===== src/rtl/gpt_pkg.sv =====
package gpt_pkg;

    localparam int REG_W  = 16;
    localparam int ADDR_W = 3;

    typedef enum logic [ADDR_W-1:0] {
        A_CTRL = 3'd0,
        A_MODE = 3'd1,
        A_REF  = 3'd2,
        A_CAP  = 3'd3,
        A_CNT  = 3'd4,
        A_EVT  = 3'd5
    } reg_addr_e;

    typedef enum logic [1:0] {
        SRC_NONE   = 2'b00,
        SRC_SYS    = 2'b01,
        SRC_SYSDIV = 2'b10,
        SRC_PIN    = 2'b11
    } src_e;

    typedef enum logic [1:0] {
        CAP_OFF  = 2'b00,
        CAP_RISE = 2'b01,
        CAP_FALL = 2'b10,
        CAP_BOTH = 2'b11
    } cap_e;

    typedef struct packed {
        logic [7:0] presc;
        cap_e       cap_sel;
        logic       out_mode;
        logic       ref_irq_en;
        logic       restart;
        src_e       src;
        logic       gate_en;
    } mode_t;

    function automatic logic cap_edge_hit(cap_e sel, logic rise, logic fall);
        case (sel)
            CAP_RISE: return rise;
            CAP_FALL: return fall;
            CAP_BOTH: return rise | fall;
            default:  return 1'b0;
        endcase
    endfunction

endpackage


===== src/rtl/gpt_sync_edge.sv =====
module gpt_sync_edge #(
    parameter int STAGES = 2
) (
    input  logic clk,
    input  logic rst,
    input  logic pin,
    output logic rise,
    output logic fall
);
    logic [STAGES-1:0] sh_q;
    logic              prev_q;
    logic              lvl;

    generate
        if (STAGES == 1) begin : g_one
            always_ff @(posedge clk) begin
                if (rst) sh_q <= '0;
                else     sh_q <= pin;
            end
        end else begin : g_chain
            always_ff @(posedge clk) begin
                if (rst) sh_q <= '0;
                else     sh_q <= {sh_q[STAGES-2:0], pin};
            end
        end
    endgenerate

    assign lvl = sh_q[STAGES-1];

    always_ff @(posedge clk) begin
        if (rst) prev_q <= 1'b0;
        else     prev_q <= lvl;
    end

    assign rise = lvl & ~prev_q;
    assign fall = ~lvl & prev_q;
endmodule


===== src/rtl/gpt_tick_gen.sv =====
module gpt_tick_gen
    import gpt_pkg::*;
#(
    parameter int PS_W  = 8,
    parameter int DIV_N = 16
) (
    input  logic            clk,
    input  logic            rst,
    input  logic            clr,
    input  logic            run,
    input  src_e            src,
    input  logic [PS_W-1:0] presc,
    input  logic            pin_rise,
    output logic            cnt_tick
);
    localparam int DIV_W = (DIV_N > 1) ? $clog2(DIV_N) : 1;

    logic [DIV_W-1:0] div_q;
    logic [PS_W-1:0]  pre_q;
    logic             div_tick;
    logic             src_tick;
    logic             pre_wrap;

    assign div_tick = (div_q == DIV_W'(DIV_N - 1));

    always_comb begin
        case (src)
            SRC_SYS:    src_tick = 1'b1;
            SRC_SYSDIV: src_tick = div_tick;
            SRC_PIN:    src_tick = pin_rise;
            default:    src_tick = 1'b0;
        endcase
    end

    assign pre_wrap = (pre_q == presc);
    assign cnt_tick = run & src_tick & pre_wrap;

    always_ff @(posedge clk) begin
        if (rst || clr) begin
            div_q <= '0;
        end else if (run) begin
            div_q <= div_tick ? '0 : div_q + 1'b1;
        end
    end

    always_ff @(posedge clk) begin
        if (rst || clr) begin
            pre_q <= '0;
        end else if (run && src_tick) begin
            pre_q <= pre_wrap ? '0 : pre_q + 1'b1;
        end
    end
endmodule


===== src/rtl/gpt_counter.sv =====
module gpt_counter #(
    parameter int W = 16
) (
    input  logic         clk,
    input  logic         rst,
    input  logic         clr,
    input  logic         tick,
    input  logic         restart,
    input  logic [W-1:0] ref_val,
    input  logic         sw_wr,
    input  logic [W-1:0] sw_val,
    output logic [W-1:0] cnt_q,
    output logic         ref_hit
);
    logic [W-1:0] nxt;

    always_comb begin
        if (restart && (cnt_q == ref_val)) nxt = '0;
        else                               nxt = cnt_q + 1'b1;
    end

    assign ref_hit = tick & ~sw_wr & ~clr & (nxt == ref_val);

    always_ff @(posedge clk) begin
        if (rst || clr)  cnt_q <= '0;
        else if (sw_wr)  cnt_q <= sw_val;
        else if (tick)   cnt_q <= nxt;
    end
endmodule


===== src/rtl/gp_capture_timer.sv =====
module gp_capture_timer
    import gpt_pkg::*;
#(
    parameter int CNT_W       = 16,
    parameter int DIV_N       = 16,
    parameter int SYNC_STAGES = 2
) (
    input  logic              clk,
    input  logic              rst,
    input  logic              bus_we,
    input  logic [ADDR_W-1:0] bus_addr,
    input  logic [REG_W-1:0]  bus_wdata,
    output logic [REG_W-1:0]  bus_rdata,
    input  logic              tmr_pin,
    output logic              irq
);
    localparam int PS_W = 8;

    logic [1:0]       ctrl_q;
    mode_t            mode_q;
    logic [CNT_W-1:0] ref_q;
    logic [CNT_W-1:0] cap_q;
    logic [1:0]       evt_q;
    logic [CNT_W-1:0] cnt_q;

    logic             cnt_wr, evt_wr;
    logic             tmr_clr, tmr_run;
    logic             pin_rise, pin_fall;
    logic             cnt_tick, ref_hit, cap_fire;
    logic [1:0]       evt_clr;

    assign cnt_wr  = bus_we && (bus_addr == A_CNT);
    assign evt_wr  = bus_we && (bus_addr == A_EVT);
    assign tmr_clr = ~ctrl_q[0];
    assign tmr_run = ctrl_q[0] & ~ctrl_q[1];

    gpt_sync_edge #(.STAGES(SYNC_STAGES)) u_sync (
        .clk  (clk),
        .rst  (rst),
        .pin  (tmr_pin),
        .rise (pin_rise),
        .fall (pin_fall)
    );

    gpt_tick_gen #(.PS_W(PS_W), .DIV_N(DIV_N)) u_tick (
        .clk      (clk),
        .rst      (rst),
        .clr      (tmr_clr),
        .run      (tmr_run),
        .src      (mode_q.src),
        .presc    (mode_q.presc),
        .pin_rise (pin_rise),
        .cnt_tick (cnt_tick)
    );

    gpt_counter #(.W(CNT_W)) u_cnt (
        .clk     (clk),
        .rst     (rst),
        .clr     (tmr_clr),
        .tick    (cnt_tick),
        .restart (mode_q.restart),
        .ref_val (ref_q),
        .sw_wr   (cnt_wr),
        .sw_val  (bus_wdata[CNT_W-1:0]),
        .cnt_q   (cnt_q),
        .ref_hit (ref_hit)
    );

    assign cap_fire = cap_edge_hit(mode_q.cap_sel, pin_rise, pin_fall);

    always_ff @(posedge clk) begin
        if (rst) begin
            ctrl_q <= '0;
            mode_q <= '0;
            ref_q  <= '0;
        end else if (bus_we) begin
            case (bus_addr)
                A_CTRL:  ctrl_q <= bus_wdata[1:0];
                A_MODE:  mode_q <= mode_t'(bus_wdata);
                A_REF:   ref_q  <= bus_wdata[CNT_W-1:0];
                default: ;
            endcase
        end
    end

    always_ff @(posedge clk) begin
        if (rst)           cap_q <= '0;
        else if (cap_fire) cap_q <= cnt_q;
    end

    assign evt_clr = evt_wr ? bus_wdata[1:0] : 2'b00;

    always_ff @(posedge clk) begin
        if (rst) evt_q <= '0;
        else     evt_q <= (evt_q & ~evt_clr) | {ref_hit, cap_fire};
    end

    assign irq = (evt_q[1] & mode_q.ref_irq_en) |
                 (evt_q[0] & (mode_q.cap_sel != CAP_OFF));

    always_comb begin
        case (bus_addr)
            A_CTRL:  bus_rdata = REG_W'(ctrl_q);
            A_MODE:  bus_rdata = mode_q;
            A_REF:   bus_rdata = REG_W'(ref_q);
            A_CAP:   bus_rdata = REG_W'(cap_q);
            A_CNT:   bus_rdata = REG_W'(cnt_q);
            A_EVT:   bus_rdata = REG_W'(evt_q);
            default: bus_rdata = '0;
        endcase
    end
endmodule


===== config.mk =====
export PLATFORM = sky130hd
export DESIGN_NAME = gp_capture_timer
export DESIGN_NICKNAME = d
export VERILOG_FILES = /design/src/rtl/gpt_pkg.sv /design/src/rtl/gpt_sync_edge.sv /design/src/rtl/gpt_tick_gen.sv /design/src/rtl/gpt_counter.sv /design/src/rtl/gp_capture_timer.sv
export SDC_FILE = /design/constraint.sdc
export NUM_CORES = 1
export LEC_CHECK = 0
export ABC_AREA = 0
export ABC_CLOCK_PERIOD_IN_PS = 3700
export BUFFER_PORTS_ARGS = -buffer_cell sky130_fd_sc_hd__buf_4
export CAP_MARGIN = 20
export CORE_MARGIN = 10
export CORE_UTILIZATION = 40
export DETAILED_ROUTE_END_ITERATION = 6
export GPL_TIMING_DRIVEN = 0
export SYNTH_ARGS = -nofsm -noshare
export SYNTH_HDL_FRONTEND = slang
export SYNTH_HIERARCHICAL = 1
export SYNTH_SLANG_ARGS = --single-unit

===== constraint.sdc =====
create_clock -name clk -period 3.7 [get_ports clk]
set_input_delay 0 -clock clk [delete_from_list [all_inputs] [get_ports clk]]
set_output_delay 0 -clock clk [all_outputs]
set_load 0.03 [all_outputs]

# == Word-level counts from Yosys, hierarchy flattened ==
# Index checks and enable logic that the tools add are counted.
# word_totals
ff_bits,83
out_inout_bits,17
elab_cells,74
# classes
n_mux,9
n_bitwise,20
n_eq_ne,15
add_sub_neg,3
reduce_logical,11
# op_table
op,count
case mux 16 bit (6 select lines),1
2-to-1 mux 16 bit,3
equality test 16 bit,2
"adder 16 x 1 -> 16 bit, second input constant",1
AND 1 bit,10
"adder 8 x 1 -> 8 bit, second input constant",1
"equality test 2 bit, second input constant",4
equality test 8 bit,1
2-to-1 mux 8 bit,1
"equality test 3 x 2 -> 1 bit, second input constant",2
"equality test 3 bit, second input constant",2
case mux 1 bit (3 select lines),2
AND reduction 2 bit,3
inverter 1 bit,5
"adder 4 x 1 -> 4 bit, second input constant",1
"equality test 2 x 1 -> 1 bit, second input constant",2
"equality test 4 bit, second input constant",1
logical AND 1 bit,4
2-to-1 mux 4 bit,1
nonzero test 2 bit,2
"equality test 3 x 1 -> 1 bit, second input constant",1
zero test 3 bit,1
AND 2 bit,1
2-to-1 mux 2 bit,1
4 further kinds,5

# == Logic depth before layout (Yosys ltp) ==
# Gate-level depths: netlist (run 1).
# logic_depth
word_depth,9
mapped_depth,15
depth_no_buf,14

# == Modules after synthesis ==
# The synthesis (run 1) kept the hierarchy.
# by_module_without_submodules
mod,area_each_um2,instances,cells_each,seq_area_each_um2
gp_capture_timer,2483.6,1,305,1041.0
gpt_counter,1784.2,1,233,320.3
gpt_tick_gen,661.9,1,77,240.2
gpt_sync_edge,91.3,1,8,60.1

# == Worst setup path after synthesis (run 1) ==
# No wires, ideal clock.
# synth_timing
path_kind,register -> register
startpoint,register ctrl_q[0]
endpoint,register evt_q[1]
setup_ns,0.091
setup_slack_ns,0.209
synth_period_minus_slack_ns,3.491
path_stages_with_launch,16
required_ns,3.609
arrival_ns,3.400
cell_sequence,dfxtp_1 > inv_1 > nor2_1 > nand2_2 > o22a_1 > buf_2 > nor3_1 > or3b_1 > a221o_1 > a221oi_1 > and3_1 > o211a_1 > nand4_1 > nor4_2 > inv_1 > a311oi_1
# synth_between
elab_chain_len,7
# synth_lines
element,line,text
"start, declared",gp_capture_timer.sv:19,logic [1:0] ctrl_q;
"start signal, assigned",gp_capture_timer.sv:78,A_CTRL: ctrl_q <= bus_wdata[1:0];
AND 1 bit,gp_capture_timer.sv:35,assign tmr_run = ctrl_q[0] & ~ctrl_q[1];
net tmr_run,gp_capture_timer.sv:27,"logic tmr_clr, tmr_run;"
AND 1 bit (2 in a row),gpt_tick_gen.sv:36,assign cnt_tick = run & src_tick & pre_wrap;
net cnt_tick,gp_capture_timer.sv:29,"logic cnt_tick, ref_hit, cap_fire;"
AND 1 bit (3 in a row),gpt_counter.sv:22,assign ref_hit = tick & ~sw_wr & ~clr & (nxt == ref_val);
net ref_hit,gp_capture_timer.sv:29,
OR 2 bit,gp_capture_timer.sv:95,"else evt_q <= (evt_q & ~evt_clr) | {ref_hit, cap_fire};"
"end signal, assigned",gp_capture_timer.sv:95,
"end, declared",gp_capture_timer.sv:23,logic [1:0] evt_q;
# The timed path passes the listed nets, and every way through them passes these cells.
# A chain may end at the register's enable or synchronous reset.

# == Worst setup path after layout (run 1) ==
# layout_timing
startpoint,register u_tick.div_q[0]
endpoint,register evt_q[1]
# layout_between
elab_chain_len,8
# layout_lines
element,line,text
"start, declared",gpt_tick_gen.sv:18,logic [DIV_W-1:0] div_q;
"start signal, assigned",gpt_tick_gen.sv:42,div_q <= div_tick ? '0 : div_q + 1'b1;
equality test 4 bit,gpt_tick_gen.sv:24,assign div_tick = (div_q == DIV_W'(DIV_N - 1));
case mux 1 bit (3 select lines),gpt_tick_gen.sv:27,case (src)
AND 1 bit (2 in a row),gpt_tick_gen.sv:36,
net cnt_tick,gp_capture_timer.sv:29,
AND 1 bit (3 in a row),gpt_counter.sv:22,
net ref_hit,gp_capture_timer.sv:29,
OR 2 bit,gp_capture_timer.sv:95,
# The timed path passes the listed nets, and every way through them passes these cells.

==> impl_results.md, run 1 <==
* Initial antenna violation count at 0
* Die Height at 132 µm
* Residual DRC at 0
* Placer congestion estimate at approximately 0.88
* Commonest non-fill, non-tap cells in the layout: nand2_1, dfxtp_1, a21oi_1, buf_4, mux2i_1
* Reg power frac at between 40% and 50%
* Crit Path Max Fanout at 16
* Top Ports at 40
* DR WL/cell at 18.9 µm
* Detailed router's first-iteration violation count at 581
* Total gr overflow at 0
* Maximum buffer depth of the clock tree at 2
* RSZ-0062 raised after global routing: no
* Worst-path cell chain: ha_1 > nand4b_1 > o22a_4 > nor3_4 > or3b_1 > a221o_1 > a221oi_1 > and3_1 > o211a_1 > nand4_1 > nor4_4 > buf_4 > inv_1 > a311oi_1
* Setup TNS at 0 ns
* WHS at 0.0475 ns
* Register bit total from synthesis at 83
* Clock power share at 44.7%
* Die Wd at roughly 130 µm
* Root buf cell: clkbuf_16
* Post-route cell area at 0.00607 mm²
* Post-route clock skew at 0.00646 ns
* First-pass GRT wire length at 26,200 µm
* Worst reg2reg path depth at 14
* EDFF count, synth at 0
* Sw Ratio at 24.1%
* Clock Sinks at between 80 and 90
* Vias per cell at 5.69
* Endpoint, Worst Hold: ctrl_q[1]
* Status: finished clean
* Slew Limit Fails at 0
* HPWL Detailed at 12,500 µm
* Slowest cell on crit path: or3b_1
* Leak pwr at 0.00218 µW
* 1st-pass router iterations at 5
* Clk Latency, worst-skew pair at between 0.3 and 0.4 ns
* Critical path arrival at 3.65 ns
* Core ar. at 0.0122 mm²
* Placed cell areas at between 0.005 and 0.006 mm²
* Worst Path Required at 3.95 ns
* Max-cap violations at 0
* DIE AREA at ~0.017 mm²
* Worst R2R End: evt_q[1]
* Post-Route Utilization at 49.9%
* Multi-input gate area at 0.00305 mm²
* Gate power share at 8.8%
* Ratio of cells with drive above 1 in the final layout at 17.9%
* Total GRT Usage at 18.5%
* Peak supply drop at ~0.28 mV
* Top FF cell, synth: dfxtp_1
* Fillers at 1,189
* Seq/Total Area, Yosys at 33.1%
* Crit path launch type: flip-flop
* Reg2Reg Setup Slack at 0.30 ns
* CP peak stage delay at around 0.4 ns
* Average size of a mapped cell at 8.06 µm²
* Final min period at about 3.4 ns
* Ant. Diodes at 0
* Mapped Area at around 0.005 mm²
* Tcrit/Tclk final at about 92%
* Critical Path Sink Type: flip-flop
* Unique masters post-synth at 64
* Post-Syn Nets at 649
* Via Count at 4,933
* Asr flop ratio synth at 0%
* Switching Power at 475 µW
* FF-to-FF Start: u_tick/div_q[0]
* Vias in the first global route at 4,621
* HP Class: in2reg
* WS Path Type: reg2reg
* Ys Warns at 6
* Post-synthesis cell count at 623
* Initial core utilization at between 40 and 50%
* Layout area overhead at 20.8%
* Final hold vios at 0
* # H-tree levels at 3
* Num CTS Buffers at 9
* Sequential Area at 0.00166 mm²
* ANT nets after route at 0
* Clock-pin slew on the worst setup and hold paths at 0.06 ns
* Worst-Margin Slew at 0.735 ns
* PwrDens at roughly 330 mW/mm²
* Slew headroom at 51.0%
* Port bufs at 38
* Hold path depth at 4
* WL final at roughly 16,000 µm
* Post-synth top area cell: dfxtp_1
* Std cell rows at 40
* HP Start: bus_addr[0]
* CTS tree: built
* Commonest non-fill, non-tap cell in the layout: nand2_1
* Final nets at 720
* Cell internal pwr at 1500 µW
* Synth area leaders: dfxtp_1, nand2_1, mux2i_1
* Setup violations, final at 0
* Pin count of the biggest net entering global routing at 15
* Fmax at 294 MHz
* Yosys top cell area share at 33.1%
worst max-delay path, delay by kind of cell (launching register included):
kind,cells,cell delay [ns]
and+or+nand+nor,6,1.30
AOI/OAI and AO/OA,5,1.13
DFF,1,0.39
adders and majority gates,1,0.24
buffers and inverters,2,0.23
timing repair:
action	CTS	global route
endpoints found under the hold margin	56	0
pin swaps	2	1
setup endpoints to repair	3	1
resized for setup	6	3
buffers inserted	3	1
hold buffers	19	0
cell families after synthesis:
logic type,Yosys count,share of synthesized area (%)
compound gates,155,21.4
xor+xnor,38,6.63
fa+ha+maj,3,0.748
buf+inv,64,6.90
flops,83,33.1
mux,31,6.20
simple gates,249,25.0
worst max-delay path by stage:
stage / endpoint / slack, ns / start
global placement: evt_q[1] / -1.01 / ctrl_q[0]
finish: evt_q[1] / 0.30 / u_tick/div_q[0]
floorplan: evt_q[1] / 0.21 / ctrl_q[0]
detailed placement: evt_q[1] / -1.07 / ctrl_q[0]
CTS: evt_q[1] / 0.07 / ctrl_q[0]
global route: evt_q[1] / 0.05 / u_tick/div_q[0]
synthesized netlist by cell type, types with 8 or more instances:
cell type / count
xnor2_1: 19
nand4_1: 11
nand2b_1: 8
a22oi_1: 14
o21ai_0: 21
nor3_1: 21
nand3_1: 10
a21oi_1: 49
nor2b_1: 22
nand2_1: 115
nor2_1: 25
dfxtp_1: 83
o22ai_1: 17
clkbuf_1: 14
a21oi_2: 10
buf_2: 19
a221oi_2: 8
mux2i_1: 30
inv_1: 17
xor2_1: 19
per-layer routing:
layer | share of wire (%) | global-route usage (%) | up-vias
li1 | - | - | 2357
met3 | 6.3 | 3.62 | 25
met4 | 1.8 | 4.70 | 0
met5 | 0 | 0 | -
met2 | 45 | 28.6 | 181
met1 | 47 | 25.7 | 2370
flip-flops by register name, indices dropped and copies added, names as in the netlist:
name	count
u_sync/prev_q	1
ref_q	16
u_tick/div_q	4
u_tick/pre_q	8
evt_q	2
mode_q	16
u_sync/sh_q	2
u_cnt/cnt_q	16
cap_q	16
ctrl_q	2
power by group through the flow:
stage | Sequential (µW) | Combinational (µW) | Clock [µW]
after floorplan | 930 | 92.9 | 0
after global placement | 937 | 151 | 0
after detailed placement | 937 | 153 | 0
after CTS | 917 | 172 | 892
after global routing | 918 | 186 | 941
final | 917 | 173 | 882
final cells by class:
type | count | area share [%]
clock buffer | 9 | 3.71
multi-input combinational | 476 | 50.3
sequential | 83 | 27.4
buffer | 46 | 4.58
tap | 168 | 3.46
timing repair buffer | 61 | 8.33
inverter | 17 | 1.11
clock inverter | 7 | 1.13
per-stage QoR:
stage / total power (µW) / setup slack (ns) / instances
floorplan: 1020 / 0.209 / 623
global placement: 1090 / -1.01 / 829
detailed placement: 1090 / -1.07 / 829
CTS: 1980 / 0.0653 / 867
global route: 2040 / 0.0458 / 867
finish: 1970 / 0.296 / 867
Power figures use the tool's default switching activity.
==> run 2: changes to the inputs <==
- ABC_CLOCK_PERIOD_IN_PS: 3700 -> 3300
- MAX_ROUTING_LAYER: not set -> met4
- clock period: 3.7 -> 3.3 ns (I/O delays scaled with it)
==> impl_results.md, run 2 (same netlist as run 1, synthesis figures left out) <==
* Status: finished clean
* Setup TNS at 0 ns
* Slew headroom at 48.1%
* Ratio of cells with drive above 1 in the final layout at 20.4%
* Std cell rows at 40
* # H-tree levels at 3
* Root buf cell: clkbuf_16
* Post-route clock skew at 0.00660 ns
* HP Class: in2reg
* Max-cap violations at 0
* Port bufs at 38
* Commonest non-fill, non-tap cells in the layout: nand2_1, dfxtp_1, buf_4, a21oi_1, mux2i_1
* Core ar. at 0.0122 mm²
* 1st-pass router iterations at 5
* Residual DRC at 0
* Pin count of the biggest net entering global routing at 13
* Vias in the first global route at 4,781
* Leak pwr at 0.00226 µW
* DR WL/cell at between 15 and 20 µm
* Post-Route Utilization at about half
* Placed insts at 829
* Total GRT Usage at 19.3%
* Layout area overhead at 23.7%
* Clk Latency, worst-skew pair at 0.34 ns
* Die Height at 132 µm
* Final min period at 3.29 ns
* Worst reg2reg path depth at 15
* Setup violations, final at 0
* Worst Setup SP: ctrl_q[0]
* Num CTS Buffers at 9
* Top Ports at 40
* Critical Path Sink Type: flip-flop
* WS Path Type: reg2reg
* Placed cell areas at 0.00552 mm²
* RSZ-0062 raised after global routing: yes
* Worst Path Required at roughly 3.6 ns
* Slew Limit Fails at 0
* ANT nets after route at 0
* Total gr overflow at 0
* Crit path launch type: flip-flop
* HPWL Detailed at 12,500 µm
* Tcrit/Tclk final at approximately 100%
* Critical path arrival at 3.54 ns
* WL final at between 15,000 and 20,000 µm
* Via Count at 5,096
* Post-route cell area at 0.00621 mm²
* Post-route setup slack at 0.00642 ns
* Final nets at between 700 and 800
* DIE AREA at ~0.017 mm²
* Crit Path Max Fanout at 4
* PwrDens at about 360 mW/mm²
* Die Wd at 132 µm
* Maximum buffer depth of the clock tree at 2
* Final hold vios at 0
* Finished Layout Cells at 880
* Ant. Diodes at 0
* Initial antenna violation count at 0
* Clock Sinks at 83
* Hold path depth at 4
* Vias per cell at 5.79
* HP Start: bus_addr[0]
* FF-to-FF Start: ctrl_q[0]
* Initial core utilization at 41.3%
* Worst-Margin Slew at 0.778 ns
* CTS tree: built
* Detailed router's first-iteration violation count at approximately 530
* Peak supply drop at between 0.3 and 0.4 mV
* Commonest non-fill, non-tap cell in the layout: nand2_1
* Fmax at around 300 MHz
* Worst slack at placement at -0.998 ns
* Clock-pin slew on the worst setup and hold paths at approximately 0.06 ns
* Placer congestion estimate at 0.850
* First-pass GRT wire length at between 20,000 and 30,000 µm
[run 2: changes by cell type in the layout (fill, tap and decap cells not counted), sizes merged]
cell / delta
buf: +15
clkbuf: +3
clkinvlp: -1
clkinv: -4
[run 2: final cells by class]
class,count,area [µm²]
clock inverter,2,37.5
timing repair buffer,76,618
buffer,46,278
multi-input combinational,476,3080
inverter,17,67.6
tap,168,210
sequential,83,1670
clock buffer,12,246
fill,1192,5950
[run 2: stage by stage]
| step | total power, µW | hold slack [ns] |
|---|---|---|
| final | 2210 | 0.0567 |
| after detailed placement | 1220 | 0.223 |
| after floorplan | 1150 | 0.0716 |
| after CTS | 2210 | 0.0529 |
| after global routing | 2280 | 0.110 |
| after global placement | 1220 | 0.214 |
[run 2: critical path, stage by stage (launching register included)]
cell        delay [ns]
dfxtp_4           0.36
clkinvlp_4        0.10
nor2_4            0.14
nand2_2           0.08
o22a_4            0.29
nor3_4            0.24
or3b_4            0.42
a221o_1           0.27
a221oi_2          0.16
and3_1            0.21
o211a_1           0.16
nand4_1           0.14
nor4_4            0.23
buf_4             0.18
nor2_2            0.05
a311oi_2          0.17
[run 2: worst paths after layout]
path	to	slack, ns
max	evt_q[1]	0.006
min	ctrl_q[0]	0.06
max reg2reg	evt_q[1]	0.006
min reg2reg	u_sync/sh_q[1]	0.44
[run 2: metal layers]
layer,up-vias,routed length [µm],GRT usage [%]
li1,2395,-,-
met1,2485,8040,25.7
met2,192,7720,29.6
met3,24,962,3.13
met4,0,323,5.07
met5,-,0,-
[run 2: power by group]
| group | leakage [µW] | internal [µW] | switching [µW] |
|---|---|---|---|
| Sequential | 0.000672 | 1010 | 16.0 |
| Clock | 0.000135 | 599 | 383 |
| Combinational | 0.00145 | 86.4 | 114 |
| Total | 0.00226 | 1700 | 513 |
[run 2: repair_timing]
item / in CTS / in global routing
endpoints found under the hold margin: 54 / 0
hold buffers: 19 / 0
buffers inserted: 17 / 2
setup endpoints to repair: 1 / 1
resized for setup: 19 / 4
pin swaps: 9 / 6
==> run 3: changes to the inputs <==
- CORE_ASPECT_RATIO: not set -> 1.75
==> impl_results.md, run 3 (same netlist as run 1, synthesis figures left out) <==
* Status: finished with violations
* Failing checks: setup timing
* Crit path launch type: flip-flop
* Tcrit/Tclk final at 100%
* Slowest cell on crit path: or3b_4
* GR Layer Usage met2 at 34.7%
* Placed cell areas at 0.00552 mm²
* Max-cap violations at 0
* Slew Limit Fails at 0
* Post-route cell area at roughly 0.0061 mm²
* Ant. Diodes at 0
* Met3 GRT Util at 2.48%
* Residual DRC at 0
* Critical Path Sink Type: flip-flop
* GR met1 Demand/Resource at 21.1%
* Commonest non-fill, non-tap cells in the layout: nand2_1, dfxtp_1, buf_4, a21oi_1, mux2i_1
* Setup TNS at -0.00661 ns
* Final min period at roughly 3.3 ns
* Ratio of cells with drive above 1 in the final layout at 19.7%
* Die Height at approximately 170 µm
* Post-route setup slack at -0.00661 ns
* Top Ports at 40
* Via Count at 5,051
* Std cell rows at 54
* Placed insts at 829
* Worst reg2reg path depth at 15
* CP peak stage delay at 0.42 ns
* Num CTS Buffers at 9
* Commonest non-fill, non-tap cell in the layout: nand2_1
* Initial antenna violation count at 0
* RSZ-0062 raised after global routing: yes
* Setup violations, final at 1
* Maximum buffer depth of the clock tree at 2
* Hold path depth at 4
* Slew headroom at approximately half
* Port bufs at 38
* Vias in the first global route at 5,021
* ANT nets after route at 0
* Final hold vios at 0
* # H-tree levels at 3
* Layout area overhead at 22.3%
* Fmax at 302 MHz
* 1st-pass router iterations at 5
* HPWL Detailed at 13,300 µm
* DIE AREA at 0.0176 mm²
* Worst slack at placement at -1.21 ns
* Placer congestion estimate at 0.932
* Root buf cell: clkbuf_16
* WL final at 17,700 µm
* First-pass GRT wire length at 27,100 µm
* CTS tree: built
* HP Class: in2reg
* Finished Layout Cells at ~870
* Worst-path cell chain: clkinvlp_4 > nor2_4 > nand2_2 > o22a_4 > nor3_4 > or3b_4 > a221o_1 > a221oi_2 > and3_1 > o211a_1 > nand4_1 > nor4_4 > buf_6 > inv_2 > a311oi_2
* Vias per cell at 5.79
* Clk Latency, worst-skew pair at approximately 0.35 ns
* Pin count of the biggest net entering global routing at 16
* Initial core utilization at 40.6%
* Final nets at between 700 and 800
* Peak supply drop at 0.268 mV
* Critical path arrival at 3.57 ns
* Crit Path Max Fanout at 4
* Detailed router's first-iteration violation count at 396
* WS Path Type: reg2reg
* Clock-pin slew on the worst setup and hold paths at 0.07 ns
* Total GRT Usage at 20.0%
* Total gr overflow at 0
* Post-route clock skew at 0.00905 ns
* Worst-Margin Slew at a little over 0.7 ns
* Die Wd at between 100 and 150 µm
* GRT Max-Usage Layer: met2
* Core ar. at about 0.012 mm²
* Clock Sinks at just over 80
* Worst Path Required at 3.56 ns
* Fillers at 1,240
* Leak pwr at 0.00220 µW
* DR WL/cell at 20.3 µm
* PwrDens at 354 mW/mm²
run 3: layout make-up:
type                            instances  area (µm²)  area share, %
Clock inverter                          7        53.8          0.876
Sequential cell                        83        1670           27.2
Clock buffer                            9         225           3.67
Buffer                                 46         278           4.52
Tap cell                              168         210           3.42
Timing Repair Buffer                   66         547           8.90
Inverter                               17        67.6           1.10
Multi-Input combinational cell        476        3090           50.3
run 3: worst paths after layout:
| check | slack (ns) | endpoint | startpoint |
|---|---|---|---|
| max reg2reg | -0.007 | evt_q[1] | ctrl_q[0] |
| max | -0.007 | evt_q[1] | ctrl_q[0] |
| min | 0.05 | ctrl_q[1] | bus_addr[0] |
| min reg2reg | 0.44 | u_sync/sh_q[1] | u_sync/sh_q[0] |
run 3: layer usage:
| metal | vias to the layer above | share of wire (%) |
|---|---|---|
| met4 | 0 | 5.4 |
| met2 | 212 | 51 |
| li1 | 2370 | - |
| met1 | 2405 | 39 |
| met3 | 64 | 4.3 |
| met5 | - | 0 |
run 3: power by group:
group          internal [µW]  switching, µW
Sequential              1010           17.0
Combinational           83.9            113
Clock                    513            435
Total                   1610            565
run 3: what timing repair did:
action	4_1_cts	5_1_grt
setup endpoints to repair	3	1
hold endpoints to repair	56	0
hold buffers	19	0
buffers inserted	7	2
pin swaps	8	7
gates resized for setup	17	8
run 3: stage by stage:
stage / hold slack [ns] / utilization, % / total power [µW]
floorplan: 0.0716 / - / 1150
global placement: 0.213 / 44.7 / 1220
detailed placement: 0.225 / 44.7 / 1220
CTS: 0.0453 / 49.5 / 2180
global route: 0.0689 / 49.7 / 2230
finish: 0.0520 / 49.7 / 2170
run 3: worst max-delay path, delay by kind of cell (launching register included):
kind	cells	cell delay [ns]
flip-flops	1	0.36
AND/OR/NAND/NOR	7	1.49
buffers and inverters	3	0.31
AO/OA/AOI/OAI	5	1.03
